`src/rtl/stk_pkg.sv`:
```
package stk_pkg;
  localparam int DW   = 8;
  localparam int AW   = 8;
  localparam int PCW  = 2 * DW;
  localparam int PG_W = 11;
  localparam int HI_W = PG_W - DW;
  localparam int OPW  = 3;
  localparam int LENW = 2;
  localparam logic [4:0] NEAR_TAG = 5'b10001;

  typedef enum logic [OPW-1:0] {
    OP_PUSH   = 3'd0,
    OP_POP    = 3'd1,
    OP_CALL11 = 3'd2,
    OP_CALL16 = 3'd3,
    OP_RET    = 3'd4,
    OP_RETI   = 3'd5
  } op_e;

  typedef enum logic [2:0] {
    ST_IDLE, ST_WR_LO, ST_WR_HI, ST_RD_A0, ST_RD_D0, ST_RD_A1, ST_RD_D1, ST_FIN
  } st_e;

  function automatic logic op_known(input logic [OPW-1:0] c);
    return c <= 3'd5;
  endfunction

  // PC after the instruction has been stepped over
  function automatic logic [PCW-1:0] pc_step(input logic [OPW-1:0] c,
                                             input logic [LENW-1:0] len,
                                             input logic [PCW-1:0] pc);
    logic [PCW-1:0] r;
    case (c)
      OP_PUSH, OP_POP: r = pc + {{(PCW-LENW){1'b0}}, len};
      OP_CALL11:       r = pc + PCW'(2);
      OP_CALL16:       r = pc + PCW'(3);
      default:         r = pc;
    endcase
    return r;
  endfunction

  // short call: upper page bits survive from the stepped PC
  function automatic logic [PCW-1:0] near_target(input logic [PCW-1:0] ret,
                                                 input logic [HI_W-1:0] hi,
                                                 input logic [DW-1:0] lo);
    return {ret[PCW-1:PG_W], hi, lo};
  endfunction

  function automatic logic [PCW-1:0] far_target(input logic [DW-1:0] hi,
                                                input logic [DW-1:0] lo);
    return {hi, lo};
  endfunction
endpackage

```
`src/rtl/stk_sp.sv`:
```
module stk_sp import stk_pkg::*; #(
  parameter logic [AW-1:0] SP_RESET = 8'h07
) (
  input  logic          clk,
  input  logic          rst_n,
  input  logic          inc,
  input  logic          dec,
  output logic [AW-1:0] sp,
  output logic [AW-1:0] sp_up
);
  assign sp_up = sp + AW'(1);

  always_ff @(posedge clk or negedge rst_n) begin
    if (!rst_n)   sp <= SP_RESET;
    else if (inc) sp <= sp_up;
    else if (dec) sp <= sp - AW'(1);
  end

  a_r11_sp_one_way: assert property (@(posedge clk) disable iff (!rst_n) inc |-> !dec);
  a_r10_dec_wrap: assert property (@(posedge clk) disable iff (!rst_n)
    (dec && sp == '0) |=> sp == '1);
  a_r10_inc_wrap: assert property (@(posedge clk) disable iff (!rst_n)
    (inc && sp == '1) |=> sp == '0);
endmodule

```
`src/rtl/stk_pc.sv`:
```
module stk_pc import stk_pkg::*; (
  input  logic           clk,
  input  logic           rst_n,
  input  logic           adv_en,
  input  logic [PCW-1:0] adv_val,
  input  logic           ld_en,
  input  logic [PCW-1:0] ld_val,
  output logic [PCW-1:0] pc
);
  always_ff @(posedge clk or negedge rst_n) begin
    if (!rst_n)      pc <= '0;
    else if (ld_en)  pc <= ld_val;
    else if (adv_en) pc <= adv_val;
  end

  a_r9_pc_single_source: assert property (@(posedge clk) disable iff (!rst_n)
    adv_en |-> !ld_en);
endmodule

```
`src/rtl/stk_ctl.sv`:
```
module stk_ctl import stk_pkg::*; (
  input  logic           clk,
  input  logic           rst_n,
  input  logic           start_i,
  input  logic [OPW-1:0] op_i,
  input  logic [DW-1:0]  opc_i,
  output logic           accept_o,
  output st_e            st_o,
  output op_e            op_q_o,
  output logic           busy_o,
  output logic           done_o,
  output logic           iret_o
);
  st_e st, st_n;
  op_e op_q;
  logic tag_ok;

  assign tag_ok   = (op_i != OP_CALL11) || (opc_i[4:0] == NEAR_TAG);
  assign busy_o   = (st != ST_IDLE);
  assign accept_o = start_i && !busy_o && op_known(op_i) && tag_ok;
  assign done_o   = (st == ST_FIN);
  assign iret_o   = done_o && (op_q == OP_RETI);
  assign st_o     = st;
  assign op_q_o   = op_q;

  always_comb begin
    st_n = st;
    case (st)
      ST_IDLE:  if (accept_o)
                  st_n = (op_i == OP_POP || op_i == OP_RET || op_i == OP_RETI) ? ST_RD_A0 : ST_WR_LO;
      ST_WR_LO: st_n = (op_q == OP_PUSH) ? ST_FIN : ST_WR_HI;
      ST_WR_HI: st_n = ST_FIN;
      ST_RD_A0: st_n = ST_RD_D0;
      ST_RD_D0: st_n = (op_q == OP_POP) ? ST_FIN : ST_RD_A1;
      ST_RD_A1: st_n = ST_RD_D1;
      ST_RD_D1: st_n = ST_FIN;
      default:  st_n = ST_IDLE;
    endcase
  end

  always_ff @(posedge clk or negedge rst_n) begin
    if (!rst_n) begin
      st   <= ST_IDLE;
      op_q <= OP_PUSH;
    end else begin
      st <= st_n;
      if (accept_o) op_q <= op_e'(op_i);
    end
  end

  a_r11_done_single: assert property (@(posedge clk) disable iff (!rst_n) done_o |=> !done_o);
  a_r9_busy_start_ignored: assert property (@(posedge clk) disable iff (!rst_n)
    (busy_o && start_i) |=> $stable(op_q));
  a_r8_iret_with_done: assert property (@(posedge clk) disable iff (!rst_n) iret_o |-> done_o);
  a_r11_done_returns_idle: assert property (@(posedge clk) disable iff (!rst_n) done_o |=> !busy_o);
endmodule

```
`src/rtl/stk_seq.sv`:
```
module stk_seq import stk_pkg::*; #(
  parameter logic [AW-1:0] SP_RESET = 8'h07
) (
  input  logic            clk,
  input  logic            rst_n,
  input  logic            start_i,
  input  logic [OPW-1:0]  op_i,
  input  logic [DW-1:0]   opc_i,
  input  logic [DW-1:0]   b1_i,
  input  logic [DW-1:0]   b2_i,
  input  logic [LENW-1:0] len_i,
  input  logic [DW-1:0]   push_dat_i,
  output logic [DW-1:0]   pop_dat_o,
  output logic            busy_o,
  output logic            done_o,
  output logic            iret_o,
  output logic [AW-1:0]   sp_o,
  output logic [PCW-1:0]  pc_o,
  output logic            ram_we_o,
  output logic [AW-1:0]   ram_addr_o,
  output logic [DW-1:0]   ram_wdat_o,
  input  logic [DW-1:0]   ram_rdat_i
);
  st_e st;
  op_e op_q;
  logic accept;
  logic [AW-1:0] sp_up;
  logic [HI_W-1:0] hi3_q;
  logic [DW-1:0] b1_q, b2_q, dat_q, hold_q;

  // named internal events
  logic ev_wr_lo, ev_wr_hi, ev_wr, ev_rd_issue, ev_rd_first, ev_rd_last, ev_rd_take, ev_ld;
  logic [PCW-1:0] adv_val, ld_val;

  assign ev_wr_lo    = (st == ST_WR_LO);
  assign ev_wr_hi    = (st == ST_WR_HI);
  assign ev_wr       = ev_wr_lo || ev_wr_hi;
  assign ev_rd_issue = (st == ST_RD_A0) || (st == ST_RD_A1);
  assign ev_rd_first = (st == ST_RD_D0);
  assign ev_rd_last  = (st == ST_RD_D1);
  assign ev_rd_take  = ev_rd_first || ev_rd_last;
  assign ev_ld       = ev_wr_hi || ev_rd_last;

  stk_ctl u_ctl (
    .clk(clk), .rst_n(rst_n), .start_i(start_i), .op_i(op_i), .opc_i(opc_i),
    .accept_o(accept), .st_o(st), .op_q_o(op_q),
    .busy_o(busy_o), .done_o(done_o), .iret_o(iret_o)
  );

  stk_sp #(.SP_RESET(SP_RESET)) u_sp (
    .clk(clk), .rst_n(rst_n), .inc(ev_wr), .dec(ev_rd_take), .sp(sp_o), .sp_up(sp_up)
  );

  assign adv_val = pc_step(op_i, len_i, pc_o);

  always_comb begin
    if (ev_rd_last)              ld_val = far_target(hold_q, ram_rdat_i);
    else if (op_q == OP_CALL11)  ld_val = near_target(pc_o, hi3_q, b1_q);
    else                         ld_val = far_target(b1_q, b2_q);
  end

  stk_pc u_pc (
    .clk(clk), .rst_n(rst_n), .adv_en(accept), .adv_val(adv_val),
    .ld_en(ev_ld), .ld_val(ld_val), .pc(pc_o)
  );

  assign ram_we_o   = ev_wr;
  assign ram_addr_o = ev_wr ? sp_up : sp_o;
  assign ram_wdat_o = ev_wr_hi ? pc_o[PCW-1:DW]
                    : (op_q == OP_PUSH) ? dat_q : pc_o[DW-1:0];

  always_ff @(posedge clk or negedge rst_n) begin
    if (!rst_n) begin
      hi3_q <= '0; b1_q <= '0; b2_q <= '0; dat_q <= '0;
      hold_q <= '0; pop_dat_o <= '0;
    end else begin
      if (accept) begin
        hi3_q <= opc_i[DW-1 -: HI_W];
        b1_q  <= b1_i;
        b2_q  <= b2_i;
        dat_q <= push_dat_i;
      end
      if (ev_rd_first) begin
        hold_q <= ram_rdat_i;
        if (op_q == OP_POP) pop_dat_o <= ram_rdat_i;
      end
    end
  end

  a_r6_write_lands_at_sp: assert property (@(posedge clk) disable iff (!rst_n)
    ev_wr |=> sp_o == $past(ram_addr_o));
  a_r7_read_at_sp: assert property (@(posedge clk) disable iff (!rst_n)
    ev_rd_issue |-> (ram_addr_o == sp_o) && !ram_we_o);
  a_r11_we_only_busy: assert property (@(posedge clk) disable iff (!rst_n)
    ram_we_o |-> busy_o);
  a_r2_pc_frozen_midway: assert property (@(posedge clk) disable iff (!rst_n)
    (busy_o && !ev_ld) |=> $stable(pc_o));
endmodule

```
`config.mk`:
```
export PLATFORM = sky130hd
export DESIGN_NAME = stk_seq
export DESIGN_NICKNAME = d
export VERILOG_FILES = /design/src/rtl/stk_pkg.sv /design/src/rtl/stk_sp.sv /design/src/rtl/stk_pc.sv /design/src/rtl/stk_ctl.sv /design/src/rtl/stk_seq.sv
export SDC_FILE = /design/constraint.sdc
export NUM_CORES = 1
export LEC_CHECK = 0
export BUFFER_PORTS_ARGS = -buffer_cell sky130_fd_sc_hd__clkbuf_2
export CAP_MARGIN = 20
export CORE_ASPECT_RATIO = 1.1
export CORE_UTILIZATION = 45
export CTS_CLUSTER_DIAMETER = 80
export DETAILED_ROUTE_END_ITERATION = 16
export PLACE_DENSITY = 0.81
export SYNTH_ARGS = -nofsm -noshare
export SYNTH_HDL_FRONTEND = slang
export SYNTH_SLANG_ARGS = --single-unit
```
`constraint.sdc`:
```
create_clock -name clk -period 2.32 [get_ports clk]
set_clock_uncertainty 0.15 [all_clocks]
set_input_delay 0.348 -clock clk [delete_from_list [all_inputs] [get_ports clk]]
set_output_delay 0.348 -clock clk [all_outputs]
set_load 0.01 [all_outputs]
```
---- Yosys cells after proc, flatten, opt, wreduce, memory -nomap -nowiden ----
Cells that the tools add are included.
word-level totals
  register bits after elaboration ......... 73
  bits in read-only memories .............. 0
  bits in latches ......................... 0
  memories ................................ 0
  output and inout port bits .............. 52
  word-level logic and storage cells ...... 74
  input port bits ......................... 48
  bits in writable memories ............... 0
cells by class
  reductions and logical operators ........ 23
  magnitude comparators ................... 1
  $mul .................................... 0
  mux-type cells .......................... 15
  equal/unequal tests ..................... 19
  shift-type cells ........................ 0
  $add $sub $neg .......................... 5
  bitwise logic cells ..................... 0
  divide/modulo/power cells ............... 0
operator list
  cell                                                                     count
  16-bit two-way mux                                                       4
  16-bit one-hot mux with 3 select lines                                   1
  8-bit two-way mux                                                        5
  16-bit by 2-bit adder with 16-bit output, second input constant          2
  3-bit == test, second input constant                                     7
  3-bit one-hot mux with 6 select lines                                    1
  16-bit by 2-bit adder with 16-bit output                                 1
  3-bit by 2-bit == test with 1-bit output, second input constant          5
  3-bit by 1-bit == test with 1-bit output, second input constant          3
  3-bit zero test                                                          3
  8-bit by 1-bit adder with 8-bit output, second input constant            1
  8-bit by 1-bit subtractor with 8-bit output, second input constant       1
  1-bit logical OR                                                         6
  3-bit two-way mux                                                        2
  5-bit == test, second input constant                                     1
  1-bit logical AND                                                        4
  2-bit two-way mux                                                        2
  2-bit AND reduction                                                      2
  2-bit nonzero test                                                       2
  4-bit nonzero test                                                       1
  2-bit OR reduction                                                       2
  3-bit less-or-equal comparator, second input constant                    1
  3-bit by 2-bit inequality test with 1-bit output, second input constant  1
  3-bit inequality test, second input constant                             1
  other kinds (4)                                                          4

---- Depth between registers and ports, before layout ----
  depth in word-level cells ............... 7
  gate-level depth with buffers ........... 10
  mapped depth without buffers ............ 9

---- Cells and area by module ----
Synthesis repeated with hierarchy kept, for this count alone.
unflattened totals
  cell total of the unflattened synthesis .. 422
  area total of the unflattened synthesis .. 4434.3 µm²
by module, submodules not included
  module   seq. area each (µm²)  area an instance (µm²)  cells an instance  instances
  stk_seq  1076.0                2758.9                  255                1
  stk_pc   400.4                 744.5                   69                 1
  stk_sp   203.9                 540.5                   57                 1
  stk_ctl  150.1                 390.4                   41                 1

---- Worst setup path before layout ----
OpenSTA, ideal clock, no wires.
  kind .................................... input to register
  from .................................... in op_i[2]
  to ...................................... reg u_pc.pc[10]
  setup time .............................. 121 ps
  path buffers ............................ 1
  data arrival time ....................... 2190 ps
  stages .................................. 10
  slack ................................... -141 ps
  required time ........................... 2049 ps
  cell sequence ........................... clkbuf_1 -> nor2b_1 -> a21o_1 -> ha_1 -> fa_1 -> nand3_1 -> mux2i_1 -> and4_1 -> o22a_1 -> o22a_1
on the way
  word-level cells in the longest chain between the ends .. 5
  elaborated cells between the ends (all ways) .. 16
  classes of those cells .................. order compare: 1; eq/ne: 4; mux: 3; reduce/logical: 8
RTL lines
  element                                                                      line                          source
  start: declaration                                                           stk_seq.sv:7                  input logic [OPW-1:0] op_i,
  3-bit by 1-bit == test with 1-bit output, or another cell as far along       stk_pkg.sv:33                 case (c)
  2-bit OR reduction, or another cell as far along                             stk_pkg.sv:33
  16-bit one-hot mux with 3 select lines or 1-bit logical AND (tied branches)  stk_pkg.sv:33, stk_ctl.sv:20
  16-bit two-way mux or 2-bit nonzero test (tied branches)                     -
  16-bit two-way mux or 2-bit AND reduction (tied branches)                    -
  end signal: assignment                                                       stk_pc.sv:12                  else if (ld_en) pc <= ld_val;
  end signal: assignment                                                       stk_pc.sv:13                  else if (adv_en) pc <= adv_val;
  end: declaration                                                             stk_pc.sv:8                   output logic [PCW-1:0] pc
Parallel ways exist; a longest one is shown, timed or not. The select of a mux whose other input is x is not followed.
A chain may end at the register's enable or synchronous reset.

---- Worst setup path in the final report ----
  from .................................... reg u_ctl.st[0], in the netlist u_ctl.st_o[0]
  to ...................................... out ram_wdat_o[3]
on the way
  word-level cells in the longest chain between the ends .. 2
RTL lines
  element                                   line           source
  start: declaration                        stk_ctl.sv:14  st_e st, st_n;
  start signal: assignment                  stk_ctl.sv:46  st <= st_n;
  3-bit by 2-bit == test with 1-bit output  stk_seq.sv:36  assign ev_wr_hi = (st == ST_WR_HI);
  8-bit two-way mux                         stk_seq.sv:69  assign ram_wdat_o = ev_wr_hi ? pc_o[PCW-1:DW]
  end: declaration                          stk_seq.sv:21  output logic [DW-1:0] ram_wdat_o,
Every way passes these cells.

==> impl_summary.log <==
[metrics] total number of vias: 3819
[metrics] critical path capture point type: primary output
[metrics] CTS tree: yes
[metrics] leakage power: 0.00244 uW
[metrics] worst slew margin relative to its limit: 0.632
[metrics] Post-Place Cells: 629
[metrics] fmax: 434 MHz
[metrics] final weighted congestion in routability-driven placement: 0.892
[metrics] destination of the worst register-to-register timing path: u_pc.pc[5]$_DFFE_PN0P_
[metrics] post-CTS clock slew at the launch and capture registers of the worst setup and hold paths: 0.08 ns
[metrics] number of pins exceeding their max-slew limit in the final report: 0
[metrics] diodes inserted: 0
[metrics] internal power of the cells: 4400 uW
[metrics] number of global-route vias before repair: 3476
[metrics] setup repair after global routing missed its margin: yes
[metrics] initial cell density of the core: 0.461
[metrics] Port Buffer Count: 99
[metrics] initial antenna violation count: 0
[metrics] Post-synth top cells: dfrtp_1, nand2_1, mux2_2
[metrics] Antenna Violating Nets Remaining: 0
[metrics] number of search-and-repair iterations in the first detailed-routing pass: 5
[metrics] relative contribution of sequential cells to total power: 0.340
[metrics] site row count: 36
[metrics] wire length per cell after detailed routing: 17.2 microns
[metrics] count of max-cap constraint violations: 0
[metrics] Yosys reg bits: 73
[metrics] fraction of post-synthesis cell area in the top cell type by area: 0.430
[metrics] DIE AREA: 9440 sq um
[metrics] placeable core area: 8830 sq um
[metrics] Net Sw Frac: 0.415
[metrics] total detailed-routing wirelength: 11300 microns
[metrics] worst flop-to-flop path startpoint: u_ctl.st_o[0]$_DFFE_PN0P_
[metrics] detailed-route DRC error count: 0
[metrics] count of pins on the block boundary: 100
[metrics] number of buffers added by the clock tree synthesis step: 9
[metrics] Hold Path Cell Cnt: 2
[metrics] fraction of the cycle the final worst path needs: 0.993
[metrics] number of distinct standard cells referenced by the synthesized netlist: 53
[metrics] first-pass GRT wire length: 17200 microns
[metrics] Power Dens Cells: 1430 nW/um^2
[metrics] final setup violation count: 0
[metrics] post-detail-place hpwl: 8150 microns
[metrics] class of the most critical setup path: flop to primary output
[metrics] Vias per Instance: 5.80
[metrics] post-route non-filler standard cell count: 658
[metrics] minimum clock period after layout: 2.30 ns
[metrics] Iter 0 DRT Violations: 309
[metrics] number of cells traversed by the worst register-to-register path: 5
[metrics] library cell with the largest summed area after synthesis: dfrtp_1
[metrics] Post-Syn Area per Cell: 9.96 sq um
[metrics] synthesized instance count: 409
[metrics] Crit path arrival time: 1.80 ns
[metrics] cell area after synthesis: 4070 sq um
[metrics] top post-synthesis cells by area: dfrtp_1, mux2_2, nand2_1, a21oi_1, mux2i_1
[metrics] number of nets produced by synthesis: 465
[metrics] share of total power in the clock network: 0.148
[metrics] type of the most critical hold path: primary input to flop
[metrics] worst hold margin: 0.0707 ns
[metrics] number of synthesized flops with an enable pin: 0
[metrics] largest buffer count on any clock path: 2
[metrics] Die Ht: 102 microns
[metrics] Fin. Hold Viols: 0
[metrics] worst-path fanout max: 5
[metrics] total global routing overflow: 0
[metrics] run status: finished clean
[metrics] clock sink total: 73
[metrics] Least-Margin Pin Slew: 0.551 ns
[metrics] net total in the final layout: 595
[metrics] CP startpoint kind: flop
[metrics] async set or reset register ratio after synthesis: 1.00
[metrics] Synth Warn #: 0
[metrics] setup slack of the most critical reg-to-reg path: 0.04 ns
[metrics] layout-stage area growth over the synthesis result: 29.6%
[metrics] most common cell in the netlist: dfrtp_1
[metrics] master cell of the clock root buffer: clkbuf_8
[metrics] power share of the combinational group: 0.512
[metrics] CTS H-tree lvls: 3
[metrics] largest net degree at the start of global routing: 41
[metrics] required arrival time at the worst endpoint: 1.82 ns
[metrics] end of the worst hold path: b2_q[7]$_DFFE_PN0P_
[metrics] combined global-route utilization of all metal layers: 0.234
[metrics] die outline width: 92.7 microns
[metrics] predominant post-synthesis flop cell: dfrtp_1
[metrics] peak supply drop: 0.675 mV
[metrics] worst skew pair latency: 0.36 ns
[metrics] sequential fraction of the synthesis area: 0.449
[metrics] Worst Hold Launch: b2_i[7]
[metrics] share of final-layout standard cells stronger than drive strength 1: 0.406
[metrics] net switching power: 3130 uW
-- repair_timing --
action | CTS | global route
buffers inserted | 6 | 4
endpoints found under the hold margin | 70 | 0
pin swaps | 4 | 8
gates cloned | 0 | 2
resized for setup | 5 | 30
setup endpoints to repair | 4 | 30
hold buffers | 1 | 0
-- power groups by stage --
stage | clock network (uW) | registers, uW | logic, uW
after detailed placement | 0 | 2560 | 3530
final | 1120 | 2560 | 3850
after global routing | 1170 | 2640 | 4180
after floorplan | 0 | 2500 | 2210
after CTS | 1130 | 2540 | 3660
after global placement | 0 | 2520 | 3420
-- worst max-delay path, stage by stage, from the launching register on --
cell,delay (ns)
dfrtp_1,0.40
buf_6,0.14
buf_4,0.15
nor3b_4,0.26
buf_6,0.17
nand2_1,0.06
o21ai_0,0.10
buf_2,0.17
-- cell usage in the layout, fill, tap and decap left out, drive strengths merged, types with 5 or more instances in the layout --
cell type,instances
nor2b,5
buf,55
mux2i,12
dfrtp,70
ha,7
nor2,19
mux2,44
a211oi,10
nand3,16
nand2,56
xor2,10
clkbuf,99
xnor2,9
a21oi,26
nor3,6
o21ai,19
nand4,5
inv,6
-- flip-flops by register name, indices dropped and copies added (netlist names) --
| register | count |
|---|---|
| u_sp.sp | 8 |
| b2_q | 8 |
| dat_q | 8 |
| hi3_q | 3 |
| u_ctl.st_o | 3 |
| u_pc.pc | 16 |
| b1_q | 8 |
| u_ctl.op_q_o | 3 |
| pop_dat_o | 8 |
| hold_q | 8 |
-- worst max path at each step --
stage / start / endpoint / slack, ns / cells past startpoint
floorplan: op_i[2] / u_pc.pc[10]$_DFFE_PN0P_ / 0.03 / 10
global placement: op_i[1] / u_pc.pc[10]$_DFFE_PN0P_ / -0.02 / 10
detailed placement: op_i[1] / u_pc.pc[10]$_DFFE_PN0P_ / -0.09 / 10
CTS: u_ctl.st_o[0]$_DFFE_PN0P_ / ram_addr_o[6] / 0.0002 / 7
global route: u_ctl.st_o[0]$_DFFE_PN0P_ / ram_addr_o[6] / -0.08 / 7
finish: u_ctl.st_o[0]$_DFFE_PN0P_ / ram_wdat_o[3] / 0.02 / 7
-- per-stage QoR --
| stage | total power [uW] | TNS [ns] | worst slack [ns] | cell area (sq um) | util |
|---|---|---|---|---|---|
| 6_report | 7530 | 0 | 0.0171 | 5280 | 0.598 |
| 5_1_grt | 7990 | -0.387 | -0.0764 | 5280 | 0.598 |
| 4_1_cts | 7330 | 0 | 0.000222 | 5180 | 0.587 |
| 3_5_place_dp | 6090 | -0.108 | -0.0869 | 4880 | 0.553 |
| 3_3_place_gp | 5940 | -0.0219 | -0.0219 | 4880 | 0.553 |
| 2_1_floorplan | 4710 | 0 | 0.0265 | 4080 | - |
-- kinds of logic after synthesis --
family / count (synthesis) / share of synthesized area
and+or+nand+nor: 136 / 0.168
muxes: 56 / 0.151
AOI/OAI and AO/OA: 86 / 0.135
adders and majority gates: 8 / 0.0264
xor gates and xnor gates: 19 / 0.0408
DFF: 73 / 0.449
buffers and inverters: 31 / 0.0295
-- layout make-up --
class,count,area (sq um)
Sequential cell,73,1830
Clock inverter,5,78.8
Tap cell,114,143
Clock buffer,11,141
Fill cell,745,3550
Timing Repair Buffer,144,868
Multi-Input combinational cell,305,2200
Inverter,6,22.5
-- metal layers --
layer / vias up / GRT usage / share of wire
li1: 1749 / - / -
met1: 1839 / 0.302 / 0.39
met3: 47 / 0.0293 / 0.066
met2: 184 / 0.393 / 0.50
met5: - / 0 / 0
met4: 0 / 0.115 / 0.036
Note: power is estimated with default switching activity, not from simulation.
